--- src/rtl/sync_qual_pkg.sv ---
package sync_qual_pkg;

  // Default qualification thresholds.
  parameter int EQ_MIN_DEF    = 9;
  parameter int NOISE_MIN_DEF = 2;

  // Per-cycle events derived from one input/gate pair.
  typedef struct packed {
    logic rise;   // rising edge of the sync input this cycle
    logic close;  // gate was high last cycle and is low now
  } qual_evt_t;

endpackage

--- src/rtl/sync_qual_edge.sv ---
module sync_qual_edge
  import sync_qual_pkg::*;
(
  input  logic      clk,
  input  logic      rst_n,
  input  logic      sig_i,
  input  logic      gate_i,
  output qual_evt_t evt_o
);

  logic sig_q;
  logic gate_q;

  always_ff @(posedge clk or negedge rst_n) begin
    if (!rst_n) begin
      sig_q  <= 1'b0;
      gate_q <= 1'b0;
    end else begin
      sig_q  <= sig_i;
      gate_q <= gate_i;
    end
  end

  always_comb begin
    evt_o.rise  = sig_i & ~sig_q;
    evt_o.close = gate_q & ~gate_i;
  end

endmodule

--- src/rtl/sync_qual_count.sv ---
module sync_qual_count #(
  parameter int THRESH = 9,
  parameter int W      = $clog2(THRESH + 1)
) (
  input  logic         clk,
  input  logic         rst_n,
  input  logic         clr_i,
  input  logic         inc_i,
  output logic [W-1:0] cnt_o,
  output logic         full_o
);

  localparam logic [W-1:0] LIMIT = W'(THRESH);
  localparam logic [W-1:0] ONE   = W'(1);

  logic [W-1:0] cnt_q;

  always_ff @(posedge clk or negedge rst_n) begin
    if (!rst_n) begin
      cnt_q <= '0;
    end else if (clr_i) begin
      cnt_q <= '0;
    end else if (inc_i && (cnt_q < LIMIT)) begin
      cnt_q <= cnt_q + ONE;
    end
  end

  assign cnt_o  = cnt_q;
  assign full_o = (cnt_q >= LIMIT);

endmodule

--- src/rtl/sync_qual_latch.sv ---
module sync_qual_latch (
  input  logic clk,
  input  logic rst_n,
  input  logic close_i,
  input  logic full_i,
  output logic flag_o
);

  always_ff @(posedge clk or negedge rst_n) begin
    if (!rst_n) begin
      flag_o <= 1'b0;
    end else if (close_i) begin
      flag_o <= full_i;
    end
  end

endmodule

--- src/rtl/sync_qual_channel.sv ---
module sync_qual_channel
  import sync_qual_pkg::*;
#(
  parameter int THRESH = 9,
  parameter int W      = $clog2(THRESH + 1)
) (
  input  logic         clk,
  input  logic         rst_n,
  input  logic         clr_i,
  input  logic         sig_i,
  input  logic         gate_i,
  output logic [W-1:0] cnt_o,
  output logic         flag_o
);

  qual_evt_t evt;
  logic      full;
  logic      inc;

  sync_qual_edge u_edge (
    .clk   (clk),
    .rst_n (rst_n),
    .sig_i (sig_i),
    .gate_i(gate_i),
    .evt_o (evt)
  );

  // Only edges inside the gate count; the strobe wins over an edge.
  assign inc = evt.rise & gate_i & ~clr_i;

  sync_qual_count #(.THRESH(THRESH), .W(W)) u_cnt (
    .clk   (clk),
    .rst_n (rst_n),
    .clr_i (clr_i),
    .inc_i (inc),
    .cnt_o (cnt_o),
    .full_o(full)
  );

  sync_qual_latch u_latch (
    .clk    (clk),
    .rst_n  (rst_n),
    .close_i(evt.close),
    .full_i (full),
    .flag_o (flag_o)
  );

endmodule

--- src/rtl/sync_pulse_qualifier.sv ---
module sync_pulse_qualifier
  import sync_qual_pkg::*;
#(
  parameter int EQ_MIN    = EQ_MIN_DEF,
  parameter int NOISE_MIN = NOISE_MIN_DEF
) (
  input  logic clk,
  input  logic rst_n,
  input  logic field_strobe_i,
  input  logic vwin_i,
  input  logic scan_win_i,
  input  logic csync_i,
  input  logic vsync_i,
  output logic eq_ok_o,
  output logic noise_o
);

  localparam int EQ_W = $clog2(EQ_MIN + 1);
  localparam int NZ_W = $clog2(NOISE_MIN + 1);

  logic [EQ_W-1:0] eq_cnt;
  logic [NZ_W-1:0] nz_cnt;

  // Equalizing/serration pulses inside the vertical window.
  sync_qual_channel #(.THRESH(EQ_MIN), .W(EQ_W)) u_eq (
    .clk   (clk),
    .rst_n (rst_n),
    .clr_i (field_strobe_i),
    .sig_i (csync_i),
    .gate_i(vwin_i),
    .cnt_o (eq_cnt),
    .flag_o(eq_ok_o)
  );

  // Spurious vertical-sync pulses inside the active-scan window.
  sync_qual_channel #(.THRESH(NOISE_MIN), .W(NZ_W)) u_nz (
    .clk   (clk),
    .rst_n (rst_n),
    .clr_i (field_strobe_i),
    .sig_i (vsync_i),
    .gate_i(scan_win_i),
    .cnt_o (nz_cnt),
    .flag_o(noise_o)
  );

endmodule

--- config.mk ---
export PLATFORM = sky130hd
export DESIGN_NAME = sync_pulse_qualifier
export DESIGN_NICKNAME = d
export VERILOG_FILES = /design/src/rtl/sync_qual_pkg.sv /design/src/rtl/sync_qual_edge.sv /design/src/rtl/sync_qual_count.sv /design/src/rtl/sync_qual_latch.sv /design/src/rtl/sync_qual_channel.sv /design/src/rtl/sync_pulse_qualifier.sv
export SDC_FILE = /design/constraint.sdc
export NUM_CORES = 1
export LEC_CHECK = 0
export BUFFER_PORTS_ARGS = -buffer_cell sky130_fd_sc_hd__buf_2
export CAP_MARGIN = 20
export CORE_AREA = 2 2 48 50
export DETAILED_ROUTE_END_ITERATION = 12
export DIE_AREA = 0 0 50 52
export HOLD_SLACK_MARGIN = 0.1
export PLACE_DENSITY = 0.52
export SLEW_MARGIN = 20
export SYNTH_ARGS = -nofsm -noshare
export SYNTH_HDL_FRONTEND = slang
export SYNTH_SLANG_ARGS = --single-unit
--- constraint.sdc ---
create_clock -name clk -period 3.13 [get_ports clk]
set_input_delay 0.626 -clock clk [delete_from_list [all_inputs] [get_ports clk]]
set_output_delay 0.626 -clock clk [all_outputs]
set_load 0.1 [all_outputs]
## After elaboration in Yosys (flattened, before gate mapping)

Cells that the tools add are included.

| cells by class | value |
|---|---|
| bitwise logic cells | 13 |
| shift operators | 0 |
| add/sub/neg operators | 2 |
| eq/ne operators | 0 |
| reductions and logical operators | 4 |
| multiply operators | 0 |
| mux-type cells | 4 |
| div/mod/pow operators | 0 |
| order comparisons | 4 |

Operators with widths:

| cell | number |
|---|---|
| 1-bit AND | 8 |
| 4-bit 2-to-1 mux | 2 |
| 1-bit inverter | 5 |
| 4-bit by 1-bit adder with 4-bit output (second input constant) | 1 |
| 4-bit greater-or-equal comparator (second input constant) | 1 |
| 4-bit less-than comparator (second input constant) | 1 |
| 2-bit 2-to-1 mux | 2 |
| 2-bit nonzero test | 2 |
| 2-bit by 1-bit adder with 2-bit output (second input constant) | 1 |
| 2-bit greater-or-equal comparator (second input constant) | 1 |
| 1-bit logical AND | 2 |
| 2-bit less-than comparator (second input constant) | 1 |

| storage, ports and cells | value |
|---|---|
| memories | 0 |
| bits in writable memories | 0 |
| bits in read-only memories | 0 |
| bits of input ports | 7 |
| word-level logic and storage cells | 35 |
| bits in latches | 0 |
| output and inout bits | 2 |
| register bits | 12 |

## Logic depth before layout (Yosys ltp)

Gate-level depths: netlist of the first run.

| depth | value |
|---|---|
| word-level depth | 7 |
| mapped depth | 5 |
| depth with buffers taken out | 5 |

## By module

A second synthesis of the first run with hierarchy kept.

| unflattened totals | value |
|---|---|
| cells, all modules | 51 |
| area, all modules | 648.1 µm² |

By module, submodules not included:

| module | cells an instance | seq. area each (µm²) | times used | area each (µm²) |
|---|---|---|---|---|
| sync_qual_count at u_eq.u_cnt | 25 | 100.1 | 1 | 269.0 |
| sync_qual_edge | 4 | 50.0 | 2 | 77.6 |
| sync_qual_count at u_nz.u_cnt | 12 | 50.0 | 1 | 126.4 |
| sync_qual_latch | 2 | 25.0 | 2 | 40.0 |
| sync_qual_channel | 1 | 0.0 | 2 | 8.8 |

## Worst setup path before layout of the first run

OpenSTA, ideal clock, no wires.

| path | value |
|---|---|
| kind | register to register |
| start point | reg u_eq.u_cnt.cnt_q[0] (netlist: u_eq.u_cnt.cnt_o[0]) |
| end point | reg u_eq.u_cnt.cnt_q[2] (netlist: u_eq.u_cnt.cnt_o[2]) |
| path buffers | 0 |
| path slack | 1.606 ns |
| setup time | 0.128 ns |
| period minus slack after synthesis | 1.524 ns |
| data required time | 3.002 ns |
| stages on the path, launching flop included | 6 |
| data arrival time | 1.396 ns |
| path through | dfrtp_1 -> inv_1 -> ha_1 -> nand2b_4 -> a2111oi_4 -> mux2_1 |

| between the ends | value |
|---|---|
| cells in the longest elaborated chain, start to end | 3 |
| elaborated cells on any way between the ends | 6 |
| those cells by class | 1 x add/sub; 1 x order compare; 2 x mux; 2 x reduce/logical |

Ends and longest elaborated chain:

| item | RTL line | source |
|---|---|---|
| start: declaration | sync_qual_count.sv:16 | `logic [W-1:0] cnt_q;` |
| start signal: assignment | sync_qual_count.sv:24 | `cnt_q <= cnt_q + ONE;` |
| 4-bit by 1-bit adder with 4-bit output / 4-bit less-than comparator (equally long branches) | sync_qual_count.sv:24, sync_qual_count.sv:23 |  |
| 4-bit 2-to-1 mux / 1-bit logical AND (equally long branches) | sync_qual_count.sv:23 | `end else if (inc_i && (cnt_q < LIMIT)) begin` |
| 4-bit 2-to-1 mux / 2-bit nonzero test (equally long branches) | - |  |

Several ways; a longest one is shown, not always the timed one. The select of a mux whose other input is x is not followed.
A chain may end at the register's enable or synchronous reset.

## Final worst setup path of the first run

| path | value |
|---|---|
| start point | reg u_nz.u_latch.flag_o |
| end point | out noise_o |

RTL lines:

| item | RTL line | source |
|---|---|---|
| start: declaration | sync_qual_latch.sv:6 | `output logic flag_o` |
| start signal: assignment | sync_qual_latch.sv:13 | `flag_o <= full_i;` |
| end: declaration | sync_pulse_qualifier.sv:15 | `output logic noise_o` |

No word-level cell between the ends.

==> results of run 1 <==
-- layout make-up --
class                      count  share of cell area (%)
tap                           28                    5.03
clock buffer                   4                    5.21
timing repair buffer           8                    5.75
sequential                    12                    43.1
multi-input combinational     33                    37.7
inverter                       6                    3.23
-- cell families after synthesis --
family | count (synthesis) | synth area share (%)
AND/OR/NAND/NOR | 18 | 17.1
flip-flops | 12 | 51.3
AO/OA/AOI/OAI | 7 | 12.2
buffers and inverters | 6 | 3.85
adder cells (fa/ha/maj) | 4 | 8.55
multiplexers | 3 | 5.56
XOR/XNOR | 1 | 1.50
-- layout by cell type (no fill, tap or decap), drive strengths merged --
cell     instances
mux2             2
nor4bb           1
ha               4
xnor2            1
a2111oi          1
and4bb           1
a211oi           1
o31ai            1
clkbuf           4
nor2b            1
nand2b           3
a22o             1
buf              8
o21ai            3
nor2             8
nand2            4
mux2i            1
dfrtp           12
inv              6
-- metal layers --
layer	routed length, um	share of wire [%]	track usage (%)	vias up
li1	-	-	-	193
met1	426	44	8.90	184
met2	455	47	14.5	9
met3	50	5.2	5.17	5
met4	35	3.6	8.33	0
met5	0	0	0	-
-- worst reg2reg max path: cells and delay by family, from the launching register on --
family / cells / cell delay (ns)
mux: 1 / 0.37
buf+inv: 1 / 0.10
compound gates: 1 / 0.33
flops: 1 / 0.43
fa+ha+maj: 1 / 0.20
simple gates: 1 / 0.08
-- through the flow --
step	cells	power (mW)	hold slack, ns	util (%)
floorplan	51	0.184	0.330	-
global placement	87	0.196	0.465	31.4
detailed placement	87	0.196	0.472	31.4
CTS	91	0.322	0.213	33.1
global route	91	0.338	0.204	33.1
finish	91	0.318	0.209	33.1
-- state kept, by name, summed over array words and instances, names as in the netlist --
signal,flops
u_nz.u_edge.sig_q,1
u_nz.u_cnt.cnt_o,2
u_eq.u_edge.sig_q,1
u_eq.u_cnt.cnt_o,4
u_nz.u_edge.gate_q,1
u_eq.u_latch.flag_o,1
u_eq.u_edge.gate_q,1
u_nz.u_latch.flag_o,1
-- report_power, final --
part | switching, mW | internal, mW
Combinational | 0.0182 | 0.0105
Clock | 0.0549 | 0.0708
Sequential | 0.00394 | 0.160
Total | 0.0770 | 0.241
-- path summary, 6_finish.rpt --
check,from,slack [ns],cells after the start,endpoint
min in group clk,vsync_i,0.47,1,u_nz.u_edge.sig_q
hold reg to reg,u_nz.u_latch.flag_o,0.49,2,u_nz.u_latch.flag_o
setup reg to reg,u_eq.u_cnt.cnt_o[0],1.50,5,u_eq.u_cnt.cnt_o[0]
setup / recovery,u_nz.u_latch.flag_o,1.45,1,noise_o
max in group asynchronous,rst_n,2.71,1,u_eq.u_edge.sig_q
hold / removal,rst_n,0.21,1,u_nz.u_cnt.cnt_o[1]
==> impl_results.md, run 1 <==
- Critical path arrival: 1.06 ns
- Largest cells by area after synthesis: dfrtp_1 51%, ha_1 8.5%, nor2_1 5.1%
- Netlist cell types: 19
- Slew headroom: 68.0%
- Die width: 50 um
- Tmin final: 1.68 ns
- First-pass GRT wire length: 1630 um
- Layout cells sized above 1: 27.0%
- Count of pins over their slew limit: 0
- Syn Inst Count: 51
- Clock latency on the worst-skew pair: 0.28 ns
- Post-synth net total: 62
- Min-Delay Path Class: in2async
- Post-DR wirelength/cell: 10.6 um
- Post-CTS setup buffers: 0
- Clock tree buffer depth: 2
- Max FO, Critical Path: 2
- Std cell rows: 17
- Via/cell ratio: 4.30
- Root Buffer: clkbuf_4
- Maximum clock frequency: 0.595 GHz
- Share of flip-flops with an asynchronous set or reset: 100%
- GRT Total Usage: 9.36%
- Final setup fails: 0
- Peak VDD IR: 0.000257 V
- Nets: 75
- DR iter-0 viols: 4
- WS Path Type: reg2out
- CP peak stage delay: 0.43 ns
- Startpoint Class: flip-flop
- Post-DP Area: 661 um^2
- Port bufs: 8
- Synth cell count leaders: 12 x dfrtp_1, 8 x nor2_1, 6 x inv_1
- DP Worst Slack: 1.45 ns
- Post-detailed-placement half-perimeter wirelength: 749 um
- RSZ-0062 raised after global routing: false
- GP Congestion: 0.712
- Period utilization: 53.7%
- Status: finished clean
- CP bufs+invs: 1
- Core ar.: 2110 um^2
- Die height: 52 um
- Sequential area share after synthesis: 51.3%
- Final Cell Area: 697 um^2
- Initial Util: 27.8%
- CP max stage cell: buf_2
- Clock sinks: 12
- Mean area per synthesized cell: 11.5 um^2
- Fillers: 218
- Final hold violation count: 0
- GRT overflow: 0
- Area of the multi-input gates: 263 um^2
- Ports: 9
- Post-synth top area share: 51.3%
- Final setup margin: 1.45 ns
- Final clock skew: 0.00301 ns
- Ys flop type: dfrtp_1
- Setup tns final: 0 ns
- Post-synth EDFFs: 0
- Synthesized area: 586 um^2
- CTS tree: done
- Most numerous cell in the Yosys netlist: dfrtp_1
- Cell family with most CP delay: buffers and inverters
- Antenna-violating nets left: 0
- P&R area growth vs syn: 19.0%
- Die area: 2600 um^2
- CP endpoint kind: primary output
- Clk slew on worst S/H paths: 0.08 ns
- WL final: 968 um
- Vias in the first global route: 386
- CTS Buf Count: 3
- Worst-margin pin slew: 0.483 ns
- Number of H-tree levels: 1
- CTS resizes: 0
- Register area: 300 um^2
- DRC viols: 0
- # Max-Cap Violations: 0
- Power per cell area: 457 nW/um^2
- Dominant cell type by area after synthesis: dfrtp_1
- Critical path, cell by cell: buf_2
- ANT cells: 0
- Critical Path RT: 2.50 ns
- Post-synthesis register bit count: 12
- Drt first pass iters: 3
- Leakage: 0.318 nW
- Via count: 391
- Initial antenna violation count: 0
- Hold-fix buffers, CTS: 0
- Largest net degree at the start of global routing: 13
- Ys Warns: 0
No activity file was read; power rests on OpenSTA's default activity.
==> run 2: changes to the inputs <==
--- a/config.mk
+++ b/config.mk
@@ -11,7 +11,7 @@
 export DETAILED_ROUTE_END_ITERATION = 12
 export DIE_AREA = 0 0 50 52
 export HOLD_SLACK_MARGIN = 0.1
-export PLACE_DENSITY = 0.52
+export PLACE_DENSITY = 0.54
 export SLEW_MARGIN = 20
 export SYNTH_ARGS = -nofsm -noshare
 export SYNTH_HDL_FRONTEND = slang
==> constraint.sdc (replaced) <==
create_clock -name clk -period 1.4 [get_ports clk]
set_input_delay 0.28 -clock clk [delete_from_list [all_inputs] [get_ports clk]]
set_output_delay 0.28 -clock clk [all_outputs]
set_load 0.1 [all_outputs]
==> run 2 against run 1 <==
  * The flow now finishes with violations (setup timing)
  * First-iteration DRC count decreased by 100%
  * Sequential cell count unchanged
  * Combinational power increased to 3.0 times the previous value
  * Cell count increased by 9.9%
  * Routed wire length increased by 17%
  * Sequential share of layout area decreased by 5.3 points
  * Via count increased by 8.4%
  * Non-clock buffer count increased by 9
  * Die area unchanged
  * Highest routed layer unchanged
==> impl_results.md, run 2 (synthesis gave the netlist of run 1 again) <==
- WS Path Type: reg2reg
- Final hold slack: 0.122 ns
- GRT overflow: 0
- Final clock skew: 0.000902 ns
- Most frequent cells in the layout: 12 x dfrtp_1, 8 x nor2_1, 8 x buf_2, 8 x buf_4
- Die area: 2600 um^2
- Count of pins over their slew limit: 0
- Largest net degree at the start of global routing: 13
- Die height: 52 um
- CTS tree: done
- Hold EP: u_eq.u_edge.sig_q
- Setup tns final: -0.0636 ns
- Worst Hold Depth: 1
- Fillers: 214
- Clock power frac: 38.4%
- Cell total after placement: 92
- Max FO, Critical Path: 3
- Number of H-tree levels: 1
- Port bufs: 8
- Combinational share of power: 11.8%
- Final setup margin: -0.0636 ns
- WL final: 1130 um
- Min-Delay Path Class: in2reg
- Clock latency on the worst-skew pair: 0.28 ns
- Crit path from: u_eq.u_cnt.cnt_o[0]
- Antenna-violating nets left: 0
- Root Buffer: clkbuf_4
- Ports: 9
- DR iter-0 viols: 0
- Layout cells sized above 1: 40.3%
- Final setup fails: 1
- Period utilization: 105%
- Clk slew on worst S/H paths: 0.08 ns
- Vias in the first global route: 431
- P&R area growth vs syn: 35.7%
- Via/cell ratio: 4.24
- Reg2reg path depth: 5
- Peak VDD IR: 0.000258 V
- ANT cells: 0
- Leakage: 0.366 nW
- CP endpoint kind: flip-flop
- # Max-Cap Violations: 0
- Reg2reg end: u_eq.u_cnt.cnt_o[2]
- Most common cell after layout, fill and taps aside: dfrtp_1
- R2R Path Start: u_eq.u_cnt.cnt_o[0]
- Failing checks: setup timing
- Max FFs per register: 4
- Critical path arrival: 1.63 ns
- Clock sinks: 12
- Final hold violation count: 0
- Hold Startpoint: csync_i
- Startpoint Class: flip-flop
- Power Total: 0.733 mW
- Std cell rows: 17
- Initial antenna violation count: 0
- Sw Pwr: 0.179 mW
- Final Non-Filler Cells: 100
- Die width: 50 um
- Drt first pass iters: 1
- Switching share of power: 24.4%
- Power per cell area: 923 nW/um^2
- Clock tree buffer depth: 2
- Initial Util: 27.8%
- Status: complete, but fails checks
- CTS Buf Count: 3
- GRT Total Usage: 11.0%
- Worst-margin pin slew: 0.483 ns
- Via count: 424
- GP Congestion: 0.641
- First-pass GRT wire length: 2010 um
- R2r setup slk: -0.06 ns
- Critical Path RT: 1.57 ns
- Post-DR wirelength/cell: 11.3 um
- Maximum clock frequency: 0.683 GHz
- Nets: 84
- Slew headroom: 68.0%
- DRC viols: 0
- Pint: 0.554 mW
- Core ar.: 2110 um^2
- Sequential share of power: 49.7%
- Post-detailed-placement half-perimeter wirelength: 794 um
- RSZ-0062 raised after global routing: true
- Tmin final: 1.46 ns
## run 2: cell count changes in the layout (fill, tap and decap cells not counted), sizes merged
cell,change
buf,+8
dlygate4sd3,+1
## run 2: per-stage QoR
| stage | area (um^2) | worst slack [ns] | util (%) |
|---|---|---|---|
| after floorplan | 599 | -0.0717 | - |
| after global placement | 712 | -0.0652 | 33.8 |
| after detailed placement | 712 | -0.0979 | 33.8 |
| after CTS | 787 | -0.0952 | 37.4 |
| after global routing | 795 | -0.116 | 37.7 |
| final | 795 | -0.0636 | 37.7 |
## run 2: worst max-delay path by stage
stage | end
finish | u_eq.u_cnt.cnt_o[2]
global route | u_eq.u_cnt.cnt_o[2]
CTS | u_eq.u_cnt.cnt_o[2]
detailed placement | u_eq.u_cnt.cnt_o[2]
global placement | u_eq.u_cnt.cnt_o[2]
floorplan | u_eq.u_cnt.cnt_o[2]
## run 2: power by group through the flow
stage | Clock, mW | Combinational (mW) | Sequential (mW)
after floorplan | 0 | 0.0343 | 0.381
after global placement | 0 | 0.0773 | 0.371
after detailed placement | 0 | 0.0783 | 0.372
after CTS | 0.299 | 0.0858 | 0.365
after global routing | 0.318 | 0.0966 | 0.366
final | 0.282 | 0.0867 | 0.365
## run 2: layout make-up
cell class | count | area (um^2) | share of cell area, %
flip-flops and latches | 12 | 300 | 37.8
repair buffers | 17 | 110 | 13.9
clock buffers | 4 | 36.3 | 4.57
inverters | 6 | 22.5 | 2.83
well taps | 28 | 35.0 | 4.41
multi-input cells | 33 | 290 | 36.5
## run 2: routing by layer
metal / global-route usage (%) / vias to the layer above / wire (um)
li1: - / 210 / -
met3: 1.72 / 4 / 31
met4: 9.72 / 0 / 42
met5: 0 / - / 0
met1: 13.5 / 202 / 498
met2: 16.7 / 8 / 562
## run 2: worst max-delay path: stages, from the launching register on
cell and delay, ns:
dfrtp_1 0.39, inv_2 0.09, ha_4 0.14, nand2b_4 0.07
a2111oi_4 0.32, mux2_4 0.33
## run 2: repair_timing
item                                    4_1_cts  5_1_grt
endpoints found under the setup margin        3        3
pin swaps                                     2        1
hold endpoints to repair                     12        0
buffers inserted                              2        1
hold buffers                                  1        0
resized for setup                             4        0
==> run 3: changes to the inputs <==
--- a/config.mk
+++ b/config.mk
@@ -16,3 +16,4 @@
 export SYNTH_ARGS = -nofsm -noshare
 export SYNTH_HDL_FRONTEND = slang
 export SYNTH_SLANG_ARGS = --single-unit
+export TNS_END_PERCENT = 50
==> run 3 against run 2 <==
  * The flow still finishes with violations (setup timing)
  * Via count decreased by 1.7%
  * Routed wire length decreased by 8.6%
  * Clock power about the same
==> impl_results.md, run 3 (synthesis gave the netlist of run 1 again) <==
- Crit path depth: 5
- Most frequent cells in the layout: 12 x dfrtp_1, 9 x buf_4, 8 x nor2_1, 8 x buf_2
- Clock tree buffer depth: 2
- Drt first pass iters: 3
- P&R area growth vs syn: 36.3%
- # Max-Cap Violations: 0
- CP bufs+invs: 1
- Reg2reg path depth: 5
- Failing checks: setup timing
- Post-DP Area: 708 um^2
- Clock sinks: 12
- Clock latency on the worst-skew pair: 0.28 ns
- Vias in the first global route: 416
- Critical Path RT: 1.57 ns
- Final hold slack: 0.118 ns
- CTS tree: done
- Number of H-tree levels: 1
- Switching share of power: 24.1%
- ANT cells: 0
- Pint: 0.555 mW
- Layout cells sized above 1: 41.1%
- Combinational share of power: 11.8%
- Final Util: 37.9%
- Root Buffer: clkbuf_4
- Final Cell Area: 798 um^2
- Period utilization: 102%
- Initial Util: 27.8%
- First-pass GRT wire length: 1940 um
- CP max stage cell: dfrtp_1
- CTS Buf Count: 3
- Hold Startpoint: csync_i
- WS Path Type: reg2reg
- Power per cell area: 916 nW/um^2
- Die width: 50 um
- Critical path arrival: 1.59 ns
- CP endpoint kind: flip-flop
- WL final: 1040 um
- Initial antenna violation count: 0
- Critical path, cell by cell: inv_2 > ha_4 > nand2b_4 > a2111oi_4 > mux2_4
- Maximum clock frequency: 0.701 GHz
- Crit path from: u_eq.u_cnt.cnt_o[0]
- Core ar.: 2110 um^2
- Clk slew on worst S/H paths: 0.08 ns
- Antenna-violating nets left: 0
- Peak VDD IR: 0.000345 V
- Tmin final: 1.43 ns
- Ports: 9
- Final setup margin: -0.0268 ns
- Final clock skew: 0.00193 ns
- RSZ-0062 raised after global routing: true
- Max FFs per register: 4
- DR iter-0 viols: 3
- Largest net degree at the start of global routing: 13
- Max FO, Critical Path: 3
- Std cell rows: 17
- Leakage: 0.368 nW
- Port bufs: 8
- Post-detailed-placement half-perimeter wirelength: 782 um
- Reg2reg end: u_eq.u_cnt.cnt_o[2]
- Status: complete, but fails checks
- GRT Total Usage: 10.6%
- GRT overflow: 0
- Via/cell ratio: 4.13
- Fillers: 215
- Slew headroom: 67.9%
- GP Congestion: 0.638
- Die height: 52 um
- Final setup fails: 1
- DRC viols: 0
- Via count: 417
- CP peak stage delay: 0.39 ns
- Post-DR wirelength/cell: 10.3 um
- Worst Setup EP: u_eq.u_cnt.cnt_o[2]
- Sequential share of power: 49.9%
- Worst-margin pin slew: 0.485 ns
- Nets: 85
- R2R Path Start: u_eq.u_cnt.cnt_o[0]
- Min-Delay Path Class: in2reg
- Die area: 2600 um^2
- Startpoint Class: flip-flop
- R2r setup slk: -0.03 ns
- Count of pins over their slew limit: 0
- Most common cell after layout, fill and taps aside: dfrtp_1
- Final hold violation count: 0
- Cell family with most CP delay: flip-flops
- Clock power frac: 38.3%
- Sw Pwr: 0.176 mW
-- run 3: cell types whose count changed in the layout (fill, tap and decap cells not counted) --
cell,before,now
buf_4,8,9
mux2_2,0,1
mux2_4,2,1
-- run 3: layout make-up --
type | instances | area, um^2 | share of cell area [%]
sequential | 12 | 300 | 37.6
tap | 28 | 35.0 | 4.39
multi-input combinational | 33 | 287 | 35.9
clock buffer | 4 | 36.3 | 4.55
inverter | 6 | 22.5 | 2.82
timing repair buffer | 18 | 118 | 14.7
-- run 3: stage by stage --
stage	setup TNS (ns)	std cells	setup WS [ns]	power, mW
2_1_floorplan	-0.120	51	-0.0717	0.414
3_3_place_gp	-0.103	92	-0.0653	0.447
3_5_place_dp	-0.162	92	-0.113	0.449
4_1_cts	-0.0931	99	-0.0931	0.741
5_1_grt	-0.145	101	-0.100	0.777
6_report	-0.0268	101	-0.0268	0.731
-- run 3: worst min path at each step --
| stage | endpoint | slack, ns | cells after the start |
|---|---|---|---|
| floorplan | u_eq.u_cnt.cnt_o[0] | -0.02 | 0 |
| global placement | u_eq.u_edge.sig_q | 0.17 | 1 |
| detailed placement | u_eq.u_edge.sig_q | 0.18 | 1 |
| CTS | u_eq.u_edge.sig_q | 0.11 | 1 |
| global route | u_eq.u_edge.sig_q | 0.11 | 1 |
| finish | u_eq.u_edge.sig_q | 0.12 | 1 |
-- run 3: power by group through the flow --
stage,Sequential [mW],Combinational (mW),Clock (mW)
2_1_floorplan,0.381,0.0330,0
3_3_place_gp,0.371,0.0756,0
3_5_place_dp,0.372,0.0771,0
4_1_cts,0.365,0.0850,0.291
5_1_grt,0.366,0.0987,0.312
6_report,0.365,0.0862,0.280
-- run 3: routing by layer --
metal,up-vias,routed length [um],GRT usage [%]
met2,9,485,16.0
met3,4,41,2.87
met4,0,34,8.33
li1,217,-,-
met1,187,475,12.7
met5,-,0,0
-- run 3: what timing repair did --
item	CTS	global route
gates resized for setup	4	0
pin swaps	2	1
hold buffers	1	0
hold endpoints to repair	12	0
buffers inserted	2	2
cloned	0	0
setup endpoints to repair	2	2
